`config.mk`:
```
export PLATFORM = sky130hd
export DESIGN_NAME = rtcal_top
export DESIGN_NICKNAME = d
export VERILOG_FILES = /design/src/rtl/rtcal_pkg.sv /design/src/rtl/rtcal_prescaler.sv /design/src/rtl/rtcal_stager.sv /design/src/rtl/rtcal_calendar.sv /design/src/rtl/rtcal_top.sv
export SDC_FILE = /design/constraint.sdc
export NUM_CORES = 1
export LEC_CHECK = 0
export BUFFER_PORTS_ARGS = -buffer_cell sky130_fd_sc_hd__buf_2
export CAP_MARGIN = 10
export CORE_MARGIN = 3
export CORE_UTILIZATION = 30
export DETAILED_ROUTE_END_ITERATION = 8
export PLACE_DENSITY = 0.54
export SYNTH_ARGS = -nofsm -noshare
export SYNTH_HDL_FRONTEND = slang
export SYNTH_SLANG_ARGS = --single-unit
```
`constraint.sdc`:
```
create_clock -name clk -period 5.11 [get_ports clk]
set_clock_uncertainty 0.05 [all_clocks]
set_input_delay 0.511 -clock clk [delete_from_list [all_inputs] [get_ports clk]]
set_output_delay 0.511 -clock clk [all_outputs]
set_load 0.005 [all_outputs]
```
`src/rtl/rtcal_pkg.sv`:
```
package rtcal_pkg;
   localparam int SEC_LSB = 4;
   localparam int MIN_LSB = 10;
   localparam int HR_LSB  = 16;
   localparam int DAY_LSB = 21;
   localparam int MON_LSB = 26;

   localparam int OFS_TRIM    = 'h00;
   localparam int OFS_SET_LO  = 'h04;
   localparam int OFS_SET_HI  = 'h08;
   localparam int OFS_GET_LO  = 'h0C;
   localparam int OFS_GET_HI  = 'h10;
   localparam int OFS_MATCH0  = 'h14;
   localparam int OFS_STATUS  = 'h20;

   localparam int ST_TIME_BUSY = 0;
   localparam int ST_TRIM_BUSY = 4;
   localparam int ST_OSC_OK    = 5;
   localparam int ST_RUNNING   = 8;

   localparam logic [31:0] RESET_YEAR = 32'd1900;

   function automatic logic leap_year(input logic [31:0] yr);
      return (yr[1:0] == 2'b00) && (yr != 32'd1900) && (yr != 32'd2100);
   endfunction

   function automatic logic [4:0] month_days(input logic [5:0] mon, input logic [31:0] yr);
      case (mon)
         6'd2:                      return leap_year(yr) ? 5'd29 : 5'd28;
         6'd4, 6'd6, 6'd9, 6'd11:   return 5'd30;
         default:                   return 5'd31;
      endcase
   endfunction
endpackage

```
`src/rtl/rtcal_prescaler.sv`:
```
module rtcal_prescaler #(
   parameter int CNT_W = 16
) (
   input  logic             clk,
   input  logic             rst_n,
   input  logic             slow_tick,
   input  logic             restart,
   input  logic [CNT_W-1:0] trim,
   output logic             sec_tick
);
   logic [CNT_W-1:0] cnt_q;

   assign sec_tick = slow_tick && !restart && (cnt_q >= trim);

   always_ff @(posedge clk) begin
      if (!rst_n)          cnt_q <= '0;
      else if (restart)    cnt_q <= '0;
      else if (slow_tick)  cnt_q <= (cnt_q >= trim) ? '0 : cnt_q + 1'b1;
   end

   assert_tick_gated_R9: assert property (@(posedge clk) disable iff (!rst_n)
      sec_tick |-> slow_tick);
   assert_hold_idle_R9: assert property (@(posedge clk) disable iff (!rst_n)
      (!slow_tick && !restart) |=> $stable(cnt_q));
   assert_restart_zero_R5: assert property (@(posedge clk) disable iff (!rst_n)
      restart |=> (cnt_q == '0));
endmodule

```
`src/rtl/rtcal_stager.sv`:
```
module rtcal_stager #(
   parameter int SYNC_TICKS = 3
) (
   input  logic clk,
   input  logic rst_n,
   input  logic load,
   input  logic slow_tick,
   output logic busy,
   output logic commit
);
   localparam int CW = $clog2(SYNC_TICKS + 1);

   logic [CW-1:0] cnt_q;
   logic          busy_q;

   initial begin
      assert (SYNC_TICKS >= 1) else $error("SYNC_TICKS must be at least 1");
   end

   assign busy   = busy_q;
   assign commit = busy_q && slow_tick && !load && (cnt_q == CW'(SYNC_TICKS - 1));

   always_ff @(posedge clk) begin
      if (!rst_n) begin
         busy_q <= 1'b0;
         cnt_q  <= '0;
      end else if (load) begin
         busy_q <= 1'b1;
         cnt_q  <= '0;
      end else if (commit) begin
         busy_q <= 1'b0;
         cnt_q  <= '0;
      end else if (busy_q && slow_tick) begin
         cnt_q  <= cnt_q + 1'b1;
      end
   end

   assert_load_busy_R3: assert property (@(posedge clk) disable iff (!rst_n)
      load |=> busy);
   assert_clear_needs_tick_R3: assert property (@(posedge clk) disable iff (!rst_n)
      $fell(busy) |-> $past(slow_tick));
   assert_hold_no_tick_R3: assert property (@(posedge clk) disable iff (!rst_n)
      (busy && !slow_tick) |=> busy);
endmodule

```
`src/rtl/rtcal_calendar.sv`:
```
module rtcal_calendar
   import rtcal_pkg::*;
(
   input  logic        clk,
   input  logic        rst_n,
   input  logic        sec_tick,
   input  logic        set_lo,
   input  logic [27:0] lo_fields,
   input  logic        set_hi,
   input  logic [31:0] hi_val,
   output logic [31:0] time_q,
   output logic [31:0] year_q
);
   logic [5:0] sec_q, min_q, mon_q;
   logic [4:0] hr_q, day_q;
   logic [31:0] yr_q;

   logic adv, c_min, c_hr, c_day, c_mon, c_yr;

   assign adv   = sec_tick && !set_lo && !set_hi;
   assign c_min = sec_q >= 6'd59;
   assign c_hr  = c_min && (min_q >= 6'd59);
   assign c_day = c_hr  && (hr_q  >= 5'd23);
   assign c_mon = c_day && (day_q >= month_days(mon_q, yr_q));
   assign c_yr  = c_mon && (mon_q >= 6'd12);

   always_ff @(posedge clk) begin
      if (!rst_n) begin
         sec_q <= '0; min_q <= '0; hr_q <= '0;
         day_q <= 5'd1; mon_q <= 6'd1; yr_q <= RESET_YEAR;
      end else begin
         if (set_lo) begin
            sec_q <= lo_fields[SEC_LSB-4 +: 6];
            min_q <= lo_fields[MIN_LSB-4 +: 6];
            hr_q  <= lo_fields[HR_LSB-4  +: 5];
            day_q <= lo_fields[DAY_LSB-4 +: 5];
            mon_q <= lo_fields[MON_LSB-4 +: 6];
         end else if (adv) begin
            sec_q <= c_min ? 6'd0 : sec_q + 6'd1;
            if (c_min) min_q <= c_hr  ? 6'd0 : min_q + 6'd1;
            if (c_hr)  hr_q  <= c_day ? 5'd0 : hr_q + 5'd1;
            if (c_day) day_q <= c_mon ? 5'd1 : day_q + 5'd1;
            if (c_mon) mon_q <= c_yr  ? 6'd1 : mon_q + 6'd1;
         end
         if (set_hi)                yr_q <= hi_val;
         else if (adv && c_yr)      yr_q <= yr_q + 32'd1;
      end
   end

   assign time_q = {mon_q, day_q, hr_q, min_q, sec_q, 4'b0000};
   assign year_q = yr_q;

   assert_hold_R9: assert property (@(posedge clk) disable iff (!rst_n)
      (!sec_tick && !set_lo && !set_hi) |=> ($stable(time_q) && $stable(year_q)));
   assert_tick_moves_R6: assert property (@(posedge clk) disable iff (!rst_n)
      adv |=> (time_q != $past(time_q)));
   assert_low_zero_R2: assert property (@(posedge clk) disable iff (!rst_n)
      time_q[3:0] == 4'b0000);
endmodule

```
`src/rtl/rtcal_top.sv`:
```
module rtcal_top
   import rtcal_pkg::*;
#(
   parameter int ADDR_W     = 6,
   parameter int PRESC_W    = 16,
   parameter int DEF_TRIM   = 32767,
   parameter int SYNC_TICKS = 3,
   parameter int NUM_MATCH  = 3
) (
   input  logic              clk,
   input  logic              rst_n,
   input  logic              slow_tick,
   input  logic              bus_wr,
   input  logic [ADDR_W-1:0] bus_addr,
   input  logic [31:0]       bus_wdata,
   output logic [31:0]       bus_rdata
);
   localparam logic [31:0] RESET_TIME = (32'd1 << MON_LSB) | (32'd1 << DAY_LSB);

   initial begin
      assert (ADDR_W >= 6 && ADDR_W <= 16) else $error("ADDR_W out of range");
      assert (PRESC_W >= 1 && PRESC_W <= 32) else $error("PRESC_W out of range");
      assert (DEF_TRIM >= 0 && DEF_TRIM < (64'd1 << PRESC_W)) else $error("DEF_TRIM does not fit");
      assert (NUM_MATCH >= 1 && NUM_MATCH <= 3) else $error("NUM_MATCH must be 1 to 3");
   end

   logic wr_trim, wr_lo, wr_hi;
   logic time_busy, time_commit, trim_busy, trim_commit, sec_tick;
   logic [31:0] pend_lo, pend_hi, time_q, year_q;
   logic        has_lo, has_hi;
   logic [PRESC_W-1:0] pend_trim, trim_q;
   logic [NUM_MATCH-1:0][31:0] match_q;

   assign wr_trim = bus_wr && (bus_addr == ADDR_W'(OFS_TRIM));
   assign wr_lo   = bus_wr && (bus_addr == ADDR_W'(OFS_SET_LO));
   assign wr_hi   = bus_wr && (bus_addr == ADDR_W'(OFS_SET_HI));

   always_ff @(posedge clk) begin
      if (!rst_n) begin
         pend_lo   <= RESET_TIME;
         pend_hi   <= RESET_YEAR;
         has_lo    <= 1'b0;
         has_hi    <= 1'b0;
         pend_trim <= PRESC_W'(DEF_TRIM);
         trim_q    <= PRESC_W'(DEF_TRIM);
         match_q   <= '0;
      end else begin
         if (time_commit) begin
            has_lo <= 1'b0;
            has_hi <= 1'b0;
         end
         if (wr_lo) begin
            pend_lo <= {bus_wdata[31:4], 4'b0000};
            has_lo  <= 1'b1;
         end
         if (wr_hi) begin
            pend_hi <= bus_wdata;
            has_hi  <= 1'b1;
         end
         if (wr_trim)     pend_trim <= bus_wdata[PRESC_W-1:0];
         if (trim_commit) trim_q    <= pend_trim;
         for (int i = 0; i < NUM_MATCH; i++)
            if (bus_wr && bus_addr == ADDR_W'(OFS_MATCH0 + 4 * i)) match_q[i] <= bus_wdata;
      end
   end

   rtcal_stager #(.SYNC_TICKS(SYNC_TICKS)) u_time_stage (
      .clk(clk), .rst_n(rst_n), .load(wr_lo || wr_hi), .slow_tick(slow_tick),
      .busy(time_busy), .commit(time_commit));

   rtcal_stager #(.SYNC_TICKS(SYNC_TICKS)) u_trim_stage (
      .clk(clk), .rst_n(rst_n), .load(wr_trim), .slow_tick(slow_tick),
      .busy(trim_busy), .commit(trim_commit));

   rtcal_prescaler #(.CNT_W(PRESC_W)) u_presc (
      .clk(clk), .rst_n(rst_n), .slow_tick(slow_tick),
      .restart(time_commit || trim_commit), .trim(trim_q), .sec_tick(sec_tick));

   rtcal_calendar u_cal (
      .clk(clk), .rst_n(rst_n), .sec_tick(sec_tick),
      .set_lo(time_commit && has_lo), .lo_fields(pend_lo[31:4]),
      .set_hi(time_commit && has_hi), .hi_val(pend_hi),
      .time_q(time_q), .year_q(year_q));

   always_comb begin
      bus_rdata = '0;
      case (int'(bus_addr))
         OFS_TRIM:   bus_rdata = 32'(trim_q);
         OFS_SET_LO: bus_rdata = pend_lo;
         OFS_SET_HI: bus_rdata = pend_hi;
         OFS_GET_LO: bus_rdata = time_q;
         OFS_GET_HI: bus_rdata = year_q;
         OFS_STATUS: begin
            bus_rdata[ST_RUNNING]   = 1'b1;
            bus_rdata[ST_OSC_OK]    = 1'b1;
            bus_rdata[ST_TRIM_BUSY] = trim_busy;
            bus_rdata[ST_TIME_BUSY] = time_busy;
         end
         default: ;
      endcase
      for (int i = 0; i < NUM_MATCH; i++)
         if (bus_addr == ADDR_W'(OFS_MATCH0 + 4 * i)) bus_rdata = match_q[i];
   end

   assert_match_inert_R8: assert property (@(posedge clk) disable iff (!rst_n)
      (bus_wr && bus_addr == ADDR_W'(OFS_MATCH0) && !time_busy && !trim_busy)
         |=> (!time_busy && !trim_busy));
   assert_trim_only_on_commit_R5: assert property (@(posedge clk) disable iff (!rst_n)
      !trim_commit |=> $stable(trim_q));
   assert_commit_clears_pending_R4: assert property (@(posedge clk) disable iff (!rst_n)
      time_commit |=> (!has_lo && !has_hi));
endmodule

```
Word-level counts from Yosys, hierarchy flattened
Index checks and enable logic that the tools add are counted.

operators by class
  $add $sub $neg = 9
  $mul = 0
  divide/modulo/power cells = 0
  order comparisons = 6
  equal/unequal tests = 17
  shifts and indexed selects = 0
  multiplexer cells = 39
  bitwise gates (word level) = 1
  reductions and logical operators = 52

operators by type and width
  operator                                                                    count
  32-bit 2-to-1 mux                                                           5
  23-bit one-hot mux with 5 select lines                                      1
  6-bit 2-to-1 mux                                                            11
  5-bit 2-to-1 mux                                                            8
  32-bit by 1-bit adder with 32-bit output (second input constant)            1
  32-bit by 11-bit inequality test with 1-bit output (second input constant)  1
  32-bit by 12-bit inequality test with 1-bit output (second input constant)  1
  1-bit logical AND                                                           25
  6-bit by 4-bit equality test with 1-bit output (second input constant)      4
  6-bit by 5-bit equality test with 1-bit output (second input constant)      4
  2-bit nonzero test                                                          10
  6-bit by 1-bit adder with 6-bit output (second input constant)              3
  6-bit by 3-bit equality test with 1-bit output (second input constant)      3
  16-bit by 1-bit adder with 16-bit output (second input constant)            1
  16-bit >= comparator                                                        1
  16-bit 2-to-1 mux                                                           1
  6-bit >= comparator (second input constant)                                 2
  2-bit one-hot mux with 6 select lines                                       1
  5-bit by 1-bit adder with 5-bit output (second input constant)              2
  2-bit one-hot mux with 5 select lines                                       1
  5-bit one-hot mux with 2 select lines                                       1
  3-bit one-hot mux with 3 select lines                                       1
  2-bit AND reduction                                                         4
  1-bit 2-to-1 mux                                                            7
  17 further kinds                                                            25

word-level totals
  flip-flop bits (word level) = 272
  latch bits = 0
  bits in writable memories = 0
  bits in read-only memories = 0
  memories = 0

Logic depth before layout (Yosys ltp)
  word-level depth = 15
  gate-level depth with buffers = 17
  depth with buffers taken out = 14

Modules after synthesis
Synthesis repeated with hierarchy kept, for this count alone.

unflattened totals
  cells, all modules = 1724
  area total of the unflattened synthesis = 13959.6 µm²

modules (own cells, without submodules)
  module           times used  cells each  area an instance (µm²)  seq. area each (µm²)
  rtcal_top        1           1064        8667.1                  3803.6
  rtcal_calendar   1           493         3788.6                  1201.2
  rtcal_prescaler  1           137         1163.6                  320.3
  rtcal_stager     2           15          170.2                   60.1

Worst setup path after synthesis
OpenSTA, ideal clock, no wires.

  path kind = register to register
  from = register u_cal.yr_q[9] (netlist: u_cal.year_q[9])
  to = register u_cal.yr_q[16] (netlist: u_cal.year_q[16])
  setup time = 0.132 ns
  arrival time = 3.462 ns
  data required time = 4.928 ns
  slack = 1.466 ns
  stages on the path, launching flop included = 17
  path buffers = 4
  path through = dfxtp_1 clkbuf_1 or4b_2 nor4b_1 a21oi_1 o21ai_0 a21oi_1 ha_1 nand2b_1 a21o_1 and4_1 clkbuf_2 o311ai_2 clkbuf_1 buf_2 mux2i_1 a21oi_1

between the ends
  word-level cells in the longest chain between the ends = 10

ends and longest elaborated chain
  element                                             RTL line              RTL
  from (decl)                                         rtcal_calendar.sv:16  logic [31:0] yr_q;
  from (signal assigned)                              rtcal_calendar.sv:45  if (set_hi) yr_q <= hi_val;
  from (signal assigned)                              rtcal_calendar.sv:46  else if (adv && c_yr) yr_q <= yr_q + 32'd1;
  32-bit by 11-bit inequality test with 1-bit output  rtcal_pkg.sv:24       return (yr[1:0] == 2'b00) && (yr != 32'd1900) && (yr != 32'd2100);
  1-bit logical AND (2 in a row)                      rtcal_pkg.sv:24
  1-bit 2-to-1 mux                                    rtcal_pkg.sv:29       6'd2: return leap_year(yr) ? 5'd29 : 5'd28;
  5-bit one-hot mux with 2 select lines               rtcal_pkg.sv:28       case (mon)
  5-bit >= comparator                                 rtcal_calendar.sv:24  assign c_mon = c_day && (day_q >= month_days(mon_q, yr_q));
  1-bit logical AND                                   rtcal_calendar.sv:24
  1-bit logical AND                                   rtcal_calendar.sv:25  assign c_yr = c_mon && (mon_q >= 6'd12);
  1-bit logical AND                                   rtcal_calendar.sv:46
  2-bit nonzero test (no source line)                 n/a

Several ways; a longest one is shown, not always the timed one. The select of a mux whose other input is x is not followed.
A chain may end at the register's enable or synchronous reset.

Final worst setup path
  from = register u_cal.yr_q[8] (netlist: u_cal.year_q[8])
  to = register u_cal.yr_q[6] (netlist: u_cal.year_q[6])

between the ends
  word-level cells in the longest chain between the ends = 10

ends and longest elaborated chain
  element                                             RTL line
  32-bit by 11-bit inequality test with 1-bit output  rtcal_pkg.sv:24
  1-bit logical AND                                   rtcal_pkg.sv:24
  1-bit logical AND (*)                               rtcal_pkg.sv:24
  1-bit 2-to-1 mux (*)                                rtcal_pkg.sv:29
  5-bit one-hot mux with 2 select lines (*)           rtcal_pkg.sv:28
  5-bit >= comparator (*)                             rtcal_calendar.sv:24
  1-bit logical AND (*)                               rtcal_calendar.sv:24
  1-bit logical AND (*)                               rtcal_calendar.sv:25
  1-bit logical AND (*)                               rtcal_calendar.sv:46
  2-bit nonzero test (no source line) (*)             n/a

Mark *: on every way between the ends. The rest lies on a longest branch, timed or not.

==> results.yml <==
layout:
  final_util_pct: 35.26
  final_area_mm2: 0.01539
  syn_to_final_growth_pct: 14.51
  stdcell_count: 2393
  num_antenna_cells: 0
  final_nets: 1860
  layout-drive-gt1-share_pct: 10.56
pwr:
  comb_power_share_pct: 4.2
  clkPwrFrac_pct: 49.0
  ir_drop_uv: 230.8
  p_per_area_mw_per_mm2: 296.5
  seqPwrFrac_pct: 46.9
  swShare_pct: 23.37
  p_total_mw: 4.563
  power_switching_mw: 1.066
  p_leak_nw: 5.770
  p_int_mw: 3.496
critical_path:
  cp-start-kind: "flip-flop"
  r2r_cells: 13
  reg2reg_to: "u_cal.year_q[6]$_SDFFE_PN1P_"
  worstReg2RegStart: "u_cal.year_q[8]$_SDFFE_PN1P_"
  critPathArrivalTime_ps: 4500
  crit_chain: "or4b_2 > nor4b_1 > a21oi_1 > o21ai_0 > a21oi_1 > ha_1 > nand2b_1 > a21o_1 > and4_1 > o311a_1 > buf_4 > mux2_2 > a211o_1"
  critPathMostFrequentCell: "a21oi_1"
  cp_max_fo: 21
  cp_slowest_cell: "or4b_2"
  end_kind: "flip-flop"
  crit_type: "flip-flop to flip-flop"
  slowest_delay_ps: 680
  cp_data_required_time_ps: 5550
  reg2reg_slack_ps: 1050
drt:
  dr.pass1.iters: 5
  detail_route.iter0.violations: 1313
  vias: 13280
  routed_wl_um: 46750
  antenna_left: 0
  wl_per_cell_um: 19.54
  viasPerCell: 5.548
  drc_errors: 0
grt:
  antenna_found_initial: 0
  grt_first_pass_wirelength_um: 72860
  grt_use_total_pct: 19.23
  overflow: 0
  grt_pass1_vias: 12330
  grt_max_degree: 113
sta:
  holdWs_ps: 156.3
  tightest_slew_ps: 1185
  rsz0062_at_grt: "no"
  timing_hold_violations_final: 0
  worst_slew_margin_rel_pct: 20.78
  maxSlewViolCount: 0
  timing.final.crit_share_pct: 79.40
  fin_setup_tns_ps: 0
  setup_slack_ps: 1052
  setup_violations: 0
  timing.fmax_mhz: 246.5
  fin_crit_ps: 4058
worst_hold_path:
  holdPathStages: 3
  min_delay_worst_endpoint: "match_q[33]$_SDFFE_PN0P_"
  hold_class: "input port to flip-flop"
  hp-start: "bus_wdata[1]"
logic_synthesis:
  syn_nets: 1849
  synthCells: 1776
  yosysTopAreaCellShare_pct: 40.52
  yosysSeqAreaShare_pct: 40.52
  syn_area_per_cell_um2: 7.567
  synth.distinct_cells: 65
  synth_area_mm2: 0.01344
  yosysTopAreaCell: "dfxtp_1"
  async_reset_ff_share_pct: 0
  yosysMostFrequentCell: "nand2_1"
  synthFlopType: "dfxtp_1"
  yosys-top-cells-count: "nand2_1, dfxtp_1, a21oi_1"
  synth_edf_count: 0
  ys_seq_elements: 272
  synthTopCellsByArea: "dfxtp_1, nand2_1, a21oi_1"
  yosys_warnings: 0
floorplanning:
  io_pins: 74
  dieWidth_um: 217.7
  chipHeight_um: 217.7
  initial_utilization_pct: 30.79
  rows: 76
  dieArea_mm2: 0.04737
  core-area_mm2: 0.04365
clock_tree:
  cts_tree: "done"
  clkTransAtPathRegs_ps: 70
  ctsResizeCount: 0
  root_buffer: "clkbuf_16"
  clock_latency_ps: 600
  ctsLongestPathBuffers: 3
  cts.sinks: 272
  cts_buffers: 30
  ctsHoldBuffers: 0
  cts_setup_buffers: 0
  htree_levels: 1
run_status:
  status: "finished clean"
place:
  place_ws_ps: 1119
  place_congestion: 0.9044
  place_area_mm2: 0.01435
  io_buffer_count: 73
  dp_cells: 2339
  dp_hpwl_um: 32420
flow_run:
  cap_violations: 0
[area by class of cell]
type	count	area (µm²)
clock buffers	44	903.4
multi-input cells	1347	7436
flip-flops and latches	272	5445
well taps	585	732.0
repair buffers	106	645.6
fillers	4584	28260
clock inverters	9	108.9
inverters	30	117.6
[cells by family (layout without fill, tap and decap cells)]
group	Yosys count	in the layout	share of synthesized area [%]
multiplexers	36	36	2.849
flip-flops	272	272	40.52
AND/OR/NAND/NOR	793	793	25.88
adder cells (fa/ha/maj)	31	31	2.886
buffers and inverters	157	189	4.487
AO/OA/AOI/OAI	470	470	22.27
XOR/XNOR	17	17	1.108
[registers in the layout (all words and copies together) (netlist names), 6 cells and up]
register / count
u_cal.min_q: 6
u_cal.mon_q: 6
match_q: 96
trim_q: 16
pend_hi: 32
pend_trim: 16
u_cal.sec_q: 6
u_presc.cnt_q: 16
u_cal.year_q: 32
pend_lo: 28
[layer usage]
layer  track usage [%]  vias up  part of all wire (%)
met5                 0        -                     0
met4             5.153        0                   2.4
met3             3.233       64                   7.6
met2             30.23      482                    44
met1             27.29     6376                    46
li1                  -     6355                     -
[layout by cell type (no fill, tap or decap), types with 7 or more instances in the layout]
cell / synthesis / layout
clkbuf_16: 0 / 30
or4_1: 14 / 14
a32oi_1: 17 / 17
o211ai_1: 21 / 21
o2bb2ai_1: 9 / 9
buf_4: 0 / 31
o311ai_0: 9 / 9
a211o_1: 8 / 8
nand2_1: 487 / 487
xnor2_1: 9 / 9
a222oi_1: 27 / 27
nor2_1: 90 / 85
ha_1: 31 / 31
a31oi_1: 41 / 40
nor4_1: 10 / 9
mux2i_1: 18 / 18
o21ai_0: 58 / 58
nor3_1: 24 / 23
or3_1: 16 / 16
inv_1: 29 / 29
nand4_1: 26 / 26
and3_1: 14 / 14
buf_2: 4 / 73
dfxtp_1: 272 / 272
xor2_1: 8 / 8
and2_1: 16 / 16
mux2_2: 18 / 18
a21oi_1: 212 / 212
o31ai_1: 8 / 8
nand3_1: 68 / 68
a22oi_1: 9 / 9
a22o_1: 16 / 16
clkbuf_8: 0 / 10
and4_1: 7 / 7
[power groups by stage]
| stage | Sequential (mW) | Combinational [mW] | Clock [mW] |
|---|---|---|---|
| finish | 2.14 | 0.191 | 2.23 |
| global route | 2.14 | 0.207 | 2.37 |
| CTS | 2.14 | 0.190 | 2.28 |
| detailed placement | 2.18 | 0.189 | 0 |
| global placement | 2.18 | 0.187 | 0 |
| floorplan | 2.18 | 0.0987 | 0 |
[worst max-delay path, delay by kind of cell, from the launching register on]
kind	cells	cell delay (ps)
simple gates	4	1530
compound gates	6	1080
mux	1	370
flops	1	360
buf+inv	1	290
fa+ha+maj	1	280
[how the worst max path moves through the flow]
stage,from,end,slack [ps],cells after the start
finish,u_cal.year_q[8]$_SDFFE_PN1P_,u_cal.year_q[6]$_SDFFE_PN1P_,1050,13
global route,u_cal.year_q[9]$_SDFFE_PN1P_,u_cal.year_q[6]$_SDFFE_PN1P_,780,13
CTS,u_cal.year_q[8]$_SDFFE_PN1P_,u_cal.year_q[6]$_SDFFE_PN1P_,1060,13
detailed placement,u_cal.year_q[9]$_SDFFE_PN1P_,u_cal.year_q[6]$_SDFFE_PN1P_,1120,13
global placement,u_cal.year_q[9]$_SDFFE_PN1P_,u_cal.year_q[6]$_SDFFE_PN1P_,1130,13
floorplan,u_cal.year_q[9]$_SDFFE_PN1P_,u_cal.year_q[16]$_SDFFE_PN0P_,1470,16
No activity file was read; power rests on OpenSTA's default activity.
